$ cat config.mk
export PLATFORM = sky130hd
export DESIGN_NAME = pccard_host_decoder
export DESIGN_NICKNAME = d
export VERILOG_FILES = /design/src/rtl/pchd_pkg.sv /design/src/rtl/pchd_lane_steer.sv /design/src/rtl/pchd_strobe_decode.sv /design/src/rtl/pchd_idle_timer.sv /design/src/rtl/pccard_host_decoder.sv
export SDC_FILE = /design/constraint.sdc
export NUM_CORES = 1
export LEC_CHECK = 0
export CELL_PAD_IN_SITES_DETAIL_PLACEMENT = 0
export CELL_PAD_IN_SITES_GLOBAL_PLACEMENT = 1
export CORE_MARGIN = 2
export CORE_UTILIZATION = 27
export CTS_BUF_LIST = sky130_fd_sc_hd__clkbuf_2 sky130_fd_sc_hd__clkbuf_4 sky130_fd_sc_hd__clkbuf_8
export DETAILED_ROUTE_END_ITERATION = 12
export HOLD_SLACK_MARGIN = 0.08
export PLACE_DENSITY_LB_ADDON = 0.1
export SETUP_SLACK_MARGIN = 0.1
export SLEW_MARGIN = 10
export SYNTH_ARGS = -nofsm -noshare
export SYNTH_HDL_FRONTEND = slang
export SYNTH_SLANG_ARGS = --single-unit
$ cat constraint.sdc
create_clock -name clk -period 4 [get_ports clk]
set_clock_uncertainty 0.05 [all_clocks]
set_input_delay 0.8 -clock clk [delete_from_list [all_inputs] [get_ports clk]]
set_output_delay 0.8 -clock clk [all_outputs]
set_load 0.01 [all_outputs]
$ cat src/rtl/pchd_pkg.sv
// Shared types for the PC Card host access decoder.
// Assumes two byte lanes on the host data bus.
package pchd_pkg;
    localparam int LANES = 2;

    // Which byte(s) an access moves and on which lane.
    typedef enum logic [2:0] {
        LANE_NONE = 3'd0,  // no enable active
        LANE_WORD = 3'd1,  // both bytes, natural lanes
        LANE_EVEN = 3'd2,  // even byte on low lane
        LANE_SWAP = 3'd3,  // odd byte carried on low lane
        LANE_ODD  = 3'd4   // odd byte on high lane
    } lane_t;
endpackage

$ cat src/rtl/pchd_lane_steer.sv
// Byte-lane steering: picks the lane mode from the two card enables and
// address bit 0, and maps write data, read data, byte enables and lane
// drive enables accordingly. Purely combinational; assumes the caller
// gates is_read with a decoded read.
module pchd_lane_steer
    import pchd_pkg::*;
#(
    parameter int BYTE_W = 8
) (
    input  logic                  ce_even_n,
    input  logic                  ce_odd_n,
    input  logic                  addr0,
    input  logic                  is_read,
    input  logic [2*BYTE_W-1:0]   din,
    input  logic [2*BYTE_W-1:0]   rdata,
    output lane_t                 mode,
    output logic [LANES-1:0]      be,
    output logic [2*BYTE_W-1:0]   wdata,
    output logic [2*BYTE_W-1:0]   dout,
    output logic [LANES-1:0]      oe
);
    localparam int DW = 2 * BYTE_W;

    logic [LANES-1:0] lanes_used;

    // Classify the access from the enables and address bit 0.
    always_comb begin
        unique case ({ce_odd_n, ce_even_n})
            2'b00:   mode = LANE_WORD;
            2'b10:   mode = addr0 ? LANE_SWAP : LANE_EVEN;
            2'b01:   mode = LANE_ODD;
            default: mode = LANE_NONE;
        endcase
    end

    // Route bytes between host lanes and register bytes per mode.
    always_comb begin
        be         = '0;
        wdata      = '0;
        dout       = '0;
        lanes_used = '0;
        unique case (mode)
            LANE_WORD: begin
                be         = 2'b11;
                wdata      = din;
                dout       = rdata;
                lanes_used = 2'b11;
            end
            LANE_EVEN: begin
                be                 = 2'b01;
                wdata[BYTE_W-1:0]  = din[BYTE_W-1:0];
                dout[BYTE_W-1:0]   = rdata[BYTE_W-1:0];
                lanes_used         = 2'b01;
            end
            LANE_SWAP: begin
                be                 = 2'b10;
                wdata[DW-1:BYTE_W] = din[BYTE_W-1:0];
                dout[BYTE_W-1:0]   = rdata[DW-1:BYTE_W];
                lanes_used         = 2'b01;
            end
            LANE_ODD: begin
                be                 = 2'b10;
                wdata[DW-1:BYTE_W] = din[DW-1:BYTE_W];
                dout[DW-1:BYTE_W]  = rdata[DW-1:BYTE_W];
                lanes_used         = 2'b10;
            end
            default: ;
        endcase
    end

    // Drive lanes only for reads.
    always_comb oe = is_read ? lanes_used : '0;
endmodule

$ cat src/rtl/pchd_strobe_decode.sv
// Strobe decode: qualifies host strobes with register select and the card
// enables, produces single-cycle read/write request pulses, and drives the
// input-acknowledge and 16-bit-I/O indications. Assumes strobes are
// synchronous to clk and read/write never overlap.
module pchd_strobe_decode (
    input  logic clk,
    input  logic rst_n,
    input  logic io_rd_n,
    input  logic io_wr_n,
    input  logic mem_oe_n,
    input  logic mem_we_n,
    input  logic reg_sel_n,
    input  logic any_ce,
    input  logic both_ce,
    input  logic io_card_mode,
    output logic rd_act,
    output logic wr_act,
    output logic rd_pulse,
    output logic wr_pulse,
    output logic inpack_n,
    output logic io16_n,
    output logic host_busy
);
    logic rd_act_q, wr_act_q;
    logic io_read;

    // Decoded register cycles: I/O space or common memory space.
    always_comb begin
        io_read = any_ce && !io_rd_n && !reg_sel_n;
        rd_act  = io_read || (any_ce && !mem_oe_n && reg_sel_n);
        wr_act  = any_ce && ((!io_wr_n && !reg_sel_n) || (!mem_we_n && reg_sel_n));
    end

    // Remember last cycle's decode for edge detection.
    always_ff @(posedge clk) begin
        if (!rst_n) begin
            rd_act_q <= 1'b0;
            wr_act_q <= 1'b0;
        end else begin
            rd_act_q <= rd_act;
            wr_act_q <= wr_act;
        end
    end

    // Request pulses in the first decoded cycle; host-facing indications.
    always_comb begin
        rd_pulse  = rd_act && !rd_act_q;
        wr_pulse  = wr_act && !wr_act_q;
        inpack_n  = !(io_card_mode && io_read);
        io16_n    = !(io_card_mode && both_ce && !reg_sel_n);
        host_busy = !io_rd_n || !io_wr_n || !mem_oe_n || !mem_we_n;
    end

    AST_INPACK_IO_READ: assert property (@(posedge clk) disable iff (!rst_n)
        !inpack_n |-> (io_card_mode && !io_rd_n && !reg_sel_n));
    AST_WR_ONE_CYCLE: assert property (@(posedge clk) disable iff (!rst_n)
        wr_pulse |=> !wr_pulse);
    AST_RD_ONE_CYCLE: assert property (@(posedge clk) disable iff (!rst_n)
        rd_pulse |=> !rd_pulse);
endmodule

$ cat src/rtl/pchd_idle_timer.sv
// Host inactivity timer: counts clock edges with no host strobe and
// raises sleep after idle_limit of them; any strobe clears it and
// restarts the count. A limit of zero disables sleep. Assumes the
// limit is held stable while counting.
module pchd_idle_timer #(
    parameter int CNT_W = 16
) (
    input  logic             clk,
    input  logic             rst_n,
    input  logic             busy,
    input  logic [CNT_W-1:0] limit,
    output logic             sleep
);
    logic [CNT_W-1:0] idle_cnt;

    // Count idle edges; wake and reload on any activity.
    always_ff @(posedge clk) begin
        if (!rst_n) begin
            idle_cnt <= '0;
            sleep    <= 1'b0;
        end else if (busy) begin
            idle_cnt <= '0;
            sleep    <= 1'b0;
        end else if (!sleep && limit != '0) begin
            idle_cnt <= idle_cnt + CNT_W'(1);
            if (idle_cnt == limit - CNT_W'(1))
                sleep <= 1'b1;
        end
    end

    AST_WAKE_ON_ACCESS: assert property (@(posedge clk) disable iff (!rst_n)
        busy |=> !sleep);
    AST_SLEEP_AFTER_IDLE: assert property (@(posedge clk) disable iff (!rst_n)
        $rose(sleep) |-> ($past(!busy) && $past(limit) != '0));
endmodule

$ cat src/rtl/pccard_host_decoder.sv
// PC Card host access decoder top: combines strobe decode, byte-lane
// steering, interrupt forwarding and the auto-sleep timer. Assumes all
// host inputs are synchronous to clk and the register file returns
// read data combinationally on reg_rdata.
module pccard_host_decoder
    import pchd_pkg::*;
#(
    parameter int ADDR_W = 11,
    parameter int BYTE_W = 8,
    parameter int CNT_W  = 16
) (
    input  logic                  clk,
    input  logic                  rst_n,
    input  logic [ADDR_W-1:0]     host_addr,
    input  logic [2*BYTE_W-1:0]   host_din,
    output logic [2*BYTE_W-1:0]   host_dout,
    output logic [1:0]            host_doe,
    input  logic                  ce_even_n,
    input  logic                  ce_odd_n,
    input  logic                  io_rd_n,
    input  logic                  io_wr_n,
    input  logic                  mem_oe_n,
    input  logic                  mem_we_n,
    input  logic                  reg_sel_n,
    input  logic                  io_card_mode,
    input  logic                  dev_irq,
    input  logic [CNT_W-1:0]      idle_limit,
    output logic                  inpack_n,
    output logic                  io16_n,
    output logic                  irq_n,
    output logic                  sleep,
    output logic [ADDR_W-2:0]     reg_addr,
    output logic [1:0]            reg_be,
    output logic [2*BYTE_W-1:0]   reg_wdata,
    output logic                  reg_rd,
    output logic                  reg_wr,
    input  logic [2*BYTE_W-1:0]   reg_rdata
);
    localparam int REG_AW = ADDR_W - 1;

    lane_t mode;
    logic  rd_act, wr_act, host_busy;
    logic  any_ce, both_ce;

    // Enable summaries for the strobe decoder.
    always_comb begin
        any_ce  = !ce_even_n || !ce_odd_n;
        both_ce = !ce_even_n && !ce_odd_n;
    end

    pchd_strobe_decode u_strobe (
        .clk          (clk),
        .rst_n        (rst_n),
        .io_rd_n      (io_rd_n),
        .io_wr_n      (io_wr_n),
        .mem_oe_n     (mem_oe_n),
        .mem_we_n     (mem_we_n),
        .reg_sel_n    (reg_sel_n),
        .any_ce       (any_ce),
        .both_ce      (both_ce),
        .io_card_mode (io_card_mode),
        .rd_act       (rd_act),
        .wr_act       (wr_act),
        .rd_pulse     (reg_rd),
        .wr_pulse     (reg_wr),
        .inpack_n     (inpack_n),
        .io16_n       (io16_n),
        .host_busy    (host_busy)
    );

    pchd_lane_steer #(.BYTE_W(BYTE_W)) u_lanes (
        .ce_even_n (ce_even_n),
        .ce_odd_n  (ce_odd_n),
        .addr0     (host_addr[0]),
        .is_read   (rd_act),
        .din       (host_din),
        .rdata     (reg_rdata),
        .mode      (mode),
        .be        (reg_be),
        .wdata     (reg_wdata),
        .dout      (host_dout),
        .oe        (host_doe)
    );

    pchd_idle_timer #(.CNT_W(CNT_W)) u_idle (
        .clk   (clk),
        .rst_n (rst_n),
        .busy  (host_busy),
        .limit (idle_limit),
        .sleep (sleep)
    );

    // Word address of the selected register.
    always_comb reg_addr = REG_AW'(host_addr[ADDR_W-1:1]);

    // Forward the interrupt only for an I/O-configured card.
    always_ff @(posedge clk) begin
        if (!rst_n) irq_n <= 1'b1;
        else        irq_n <= !(io_card_mode && dev_irq);
    end

    AST_DRIVE_ONLY_ON_READ: assert property (@(posedge clk) disable iff (!rst_n)
        (|host_doe) |-> (!io_rd_n || !mem_oe_n));
    AST_REQUEST_HAS_LANES: assert property (@(posedge clk) disable iff (!rst_n)
        (reg_rd || reg_wr) |-> (|reg_be && mode != LANE_NONE));
    AST_IRQ_ONLY_IO_CARD: assert property (@(posedge clk) disable iff (!rst_n)
        !irq_n |-> $past(io_card_mode));
endmodule

==> impl_metrics.csv <==
group,metric,value,unit
yosys,synthCells,252,
placed_design,dp.cells,422,
detailed_routing,wl,5696,µm
floorplanning,die_y,86.85,µm
yosys,ys_seq_area_frac,0.2161,
clock_tree,cts-buffers-inserted,3,
yosys,synth_nets,324,
yosys,synth_edf_count,0,
power_and_ir_drop,ir_drop,102.7,µV
clock_tree,clock-sinks,20,
clock_tree,htree_levels,1,
min_path,hp-class,"reg2reg",
detailed_routing,routed_via_density,4.800,
sta,relSlewSlack,0.5830,
setup_path,cp_data_arrival_time,2.55,ns
yosys,post_synth.cell_area_avg,7.353,µm²
detailed_routing,first_pass_iters,8,
detailed_routing,drt-initial-drc-count,77,
global_routing,grt_pass1_vias,1969,
yosys,yosysTopAreaCell,"dfxtp_1",
yosys,synth_top_area_frac,0.2161,
yosys,synth-seq-cells,20,
setup_path,crit_fanout,8,
sta,tns,0,ns
layout,diodes,0,
floorplanning,rows,30,
clock_tree,ctsResizeCount,0,
yosys,synth_flop_cell,"dfxtp_1",
sta,period_needed,3.403,ns
detailed_routing,wl_per_cell,13.37,µm
setup_path,required,3.15,ns
layout,drive_above_1_share,0.05780,
sta,rsz0062_at_grt,"no",
layout,area_delta_synth_final,59.96,%
status,outcome,"finished clean",
yosys,synth_common_cells,"nor2_1, dfxtp_1, nand2_1",
placed_design,place_congestion,0.7742,
global_routing,grt_util_all_layers,0.1502,
clock_tree,cts_setup_buffers,0,
floorplanning,ios,122,
sta,tightest_slew,0.6177,ns
detailed_routing,drc_errors,0,
power_and_ir_drop,p_total,553.6,µW
sta,setup_viol_count_final,0,
placed_design,io_buffers,101,
global_routing,grt_antenna_before_repair,0,
floorplanning,core_area,6719,µm²
setup_path,r2r_setup_slack,2.16,ns
detailed_routing,vias,2045,
floorplanning,start_util,0.2758,
setup_path,worst_setup_path_end_kind,"output pin",
clock_tree,cts_buffer_depth,2,
power_and_ir_drop,p_per_area,186.8,nW/µm²
yosys,ys_types,45,
global_routing,grt_max_degree,19,
clock_tree,clock-root-buffer,"clkbuf_8",
global_routing,gr-total-overflow,0,
floorplanning,die_area,7542,µm²
yosys,synth.area.top_cells,"dfxtp_1, xnor2_1, xor2_1",
yosys,syn-cell-area,1853,µm²
yosys,synth_warnings,0,
sta,fin_crit_sh,0.8507,
yosys,synth.most_common_cell,"nor2_1",
yosys,async_flop_share,0,
sta,hold_viol,0,
sta,whs,0.4716,ns
clock_tree,cts_tree,"done",
clock_tree,holdBufCountCts,0,
layout,fin_cells,426,
global_routing,grt_first_pass_wirelength,9114,µm
sta,timing.fmax,293.9,MHz
clock_tree,clock_latency,0.25,ns
placed_design,hpwl,4743,µm
run,max_cap_viol_count,0,
sta,drv_slew,0,
setup_path,crit_type,"in2out",
setup_path,setup.worst_path.start_class,"primary input",
clock_tree,clk_pin_slew,0.07,ns
layout,nNetsFinal,419,
floorplanning,die_width,86.85,µm
detailed_routing,ant_nets,0,
layout,utilization,0.4412,
power_and_ir_drop,total_leakage_power,0.001061,µW
-- where the power goes --
part / switching, µW / internal (µW)
clock: 65.7 / 87.5
sequential: 0.663 / 201
combinational: 76.3 / 123
-- cell families after synthesis --
family / Yosys count / share of synthesized area
multiplexers: 3 / 0.01688
XOR/XNOR: 30 / 0.1418
adder cells (fa/ha/maj): 2 / 0.01350
buffers and inverters: 33 / 0.08845
AO/OA/AOI/OAI: 41 / 0.1486
AND/OR/NAND/NOR: 123 / 0.3747
flip-flops: 20 / 0.2161
-- state kept, by name, summed over array words and instances (netlist names) --
| name | flops |
|---|---|
| u_idle.idle_cnt | 16 |
| irq_n | 1 |
| u_idle.sleep | 1 |
| u_strobe.rd_act_q | 1 |
| u_strobe.wr_act_q | 1 |
-- cells in the final DEF, fill, tap and decap left out, types with 2 or more instances in the layout --
cell,synthesis,routed
a21oi_1,7,7
a22o_1,8,8
a31oi_1,2,2
and2_1,9,9
and3_1,5,5
buf_4,10,7
clkbuf_8,0,4
clkdlybuf4s50_1,0,101
dfxtp_1,20,20
ha_1,2,2
inv_1,15,15
mux2i_1,2,2
nand2_1,20,20
nand2b_1,4,4
nand3_1,9,9
nand4_1,6,6
nor2_1,22,22
nor2b_1,11,11
nor3_1,5,5
nor3_2,2,2
nor4_1,6,6
o21ai_0,15,15
o31ai_1,2,2
or2_2,2,2
or3_1,8,8
or4_1,5,5
xnor2_1,16,16
xor2_1,14,14
-- final cells by class --
class	count	area [µm²]
Multi-Input combinational cell	199	1289
Timing Repair Buffer	108	1064
Fill cell	656	3755
Tap cell	80	100.1
Clock buffer	4	55.05
Sequential cell	20	400.4
Inverter	15	56.30
-- final timing paths --
check	from	endpoint	cells after the start
max	ce_odd_n	reg_wr	4
min	u_idle.idle_cnt[14]	u_idle.idle_cnt[14]	2
max reg2reg	u_idle.idle_cnt[3]	u_idle.sleep	6
min reg2reg	u_idle.idle_cnt[14]	u_idle.idle_cnt[14]	2
-- per-layer routing --
layer | share of wire | wire length (µm) | GRT usage
met4 | 0.013 | 76 | 0.04545
met2 | 0.47 | 2687 | 0.2526
met3 | 0.084 | 480 | 0.05048
met1 | 0.43 | 2452 | 0.1805
met5 | 0 | 0 | 0
-- stage by stage --
stage / worst slack [ns] / cell area (µm²)
after floorplan: 1.330 / 1853
after global placement: 0.5948 / 2909
after detailed placement: 0.5763 / 2909
after CTS: 0.5567 / 2964
after global routing: 0.4423 / 2964
final: 0.5972 / 2964
-- worst max-delay path, cell delays in order --
cell and delay [ns]:
clkdlybuf4s50_1 0.51, and2_1 0.24, a2111oi_0 0.38, clkdlybuf4s50_1 0.61
(Power assumes the default switching activity.)
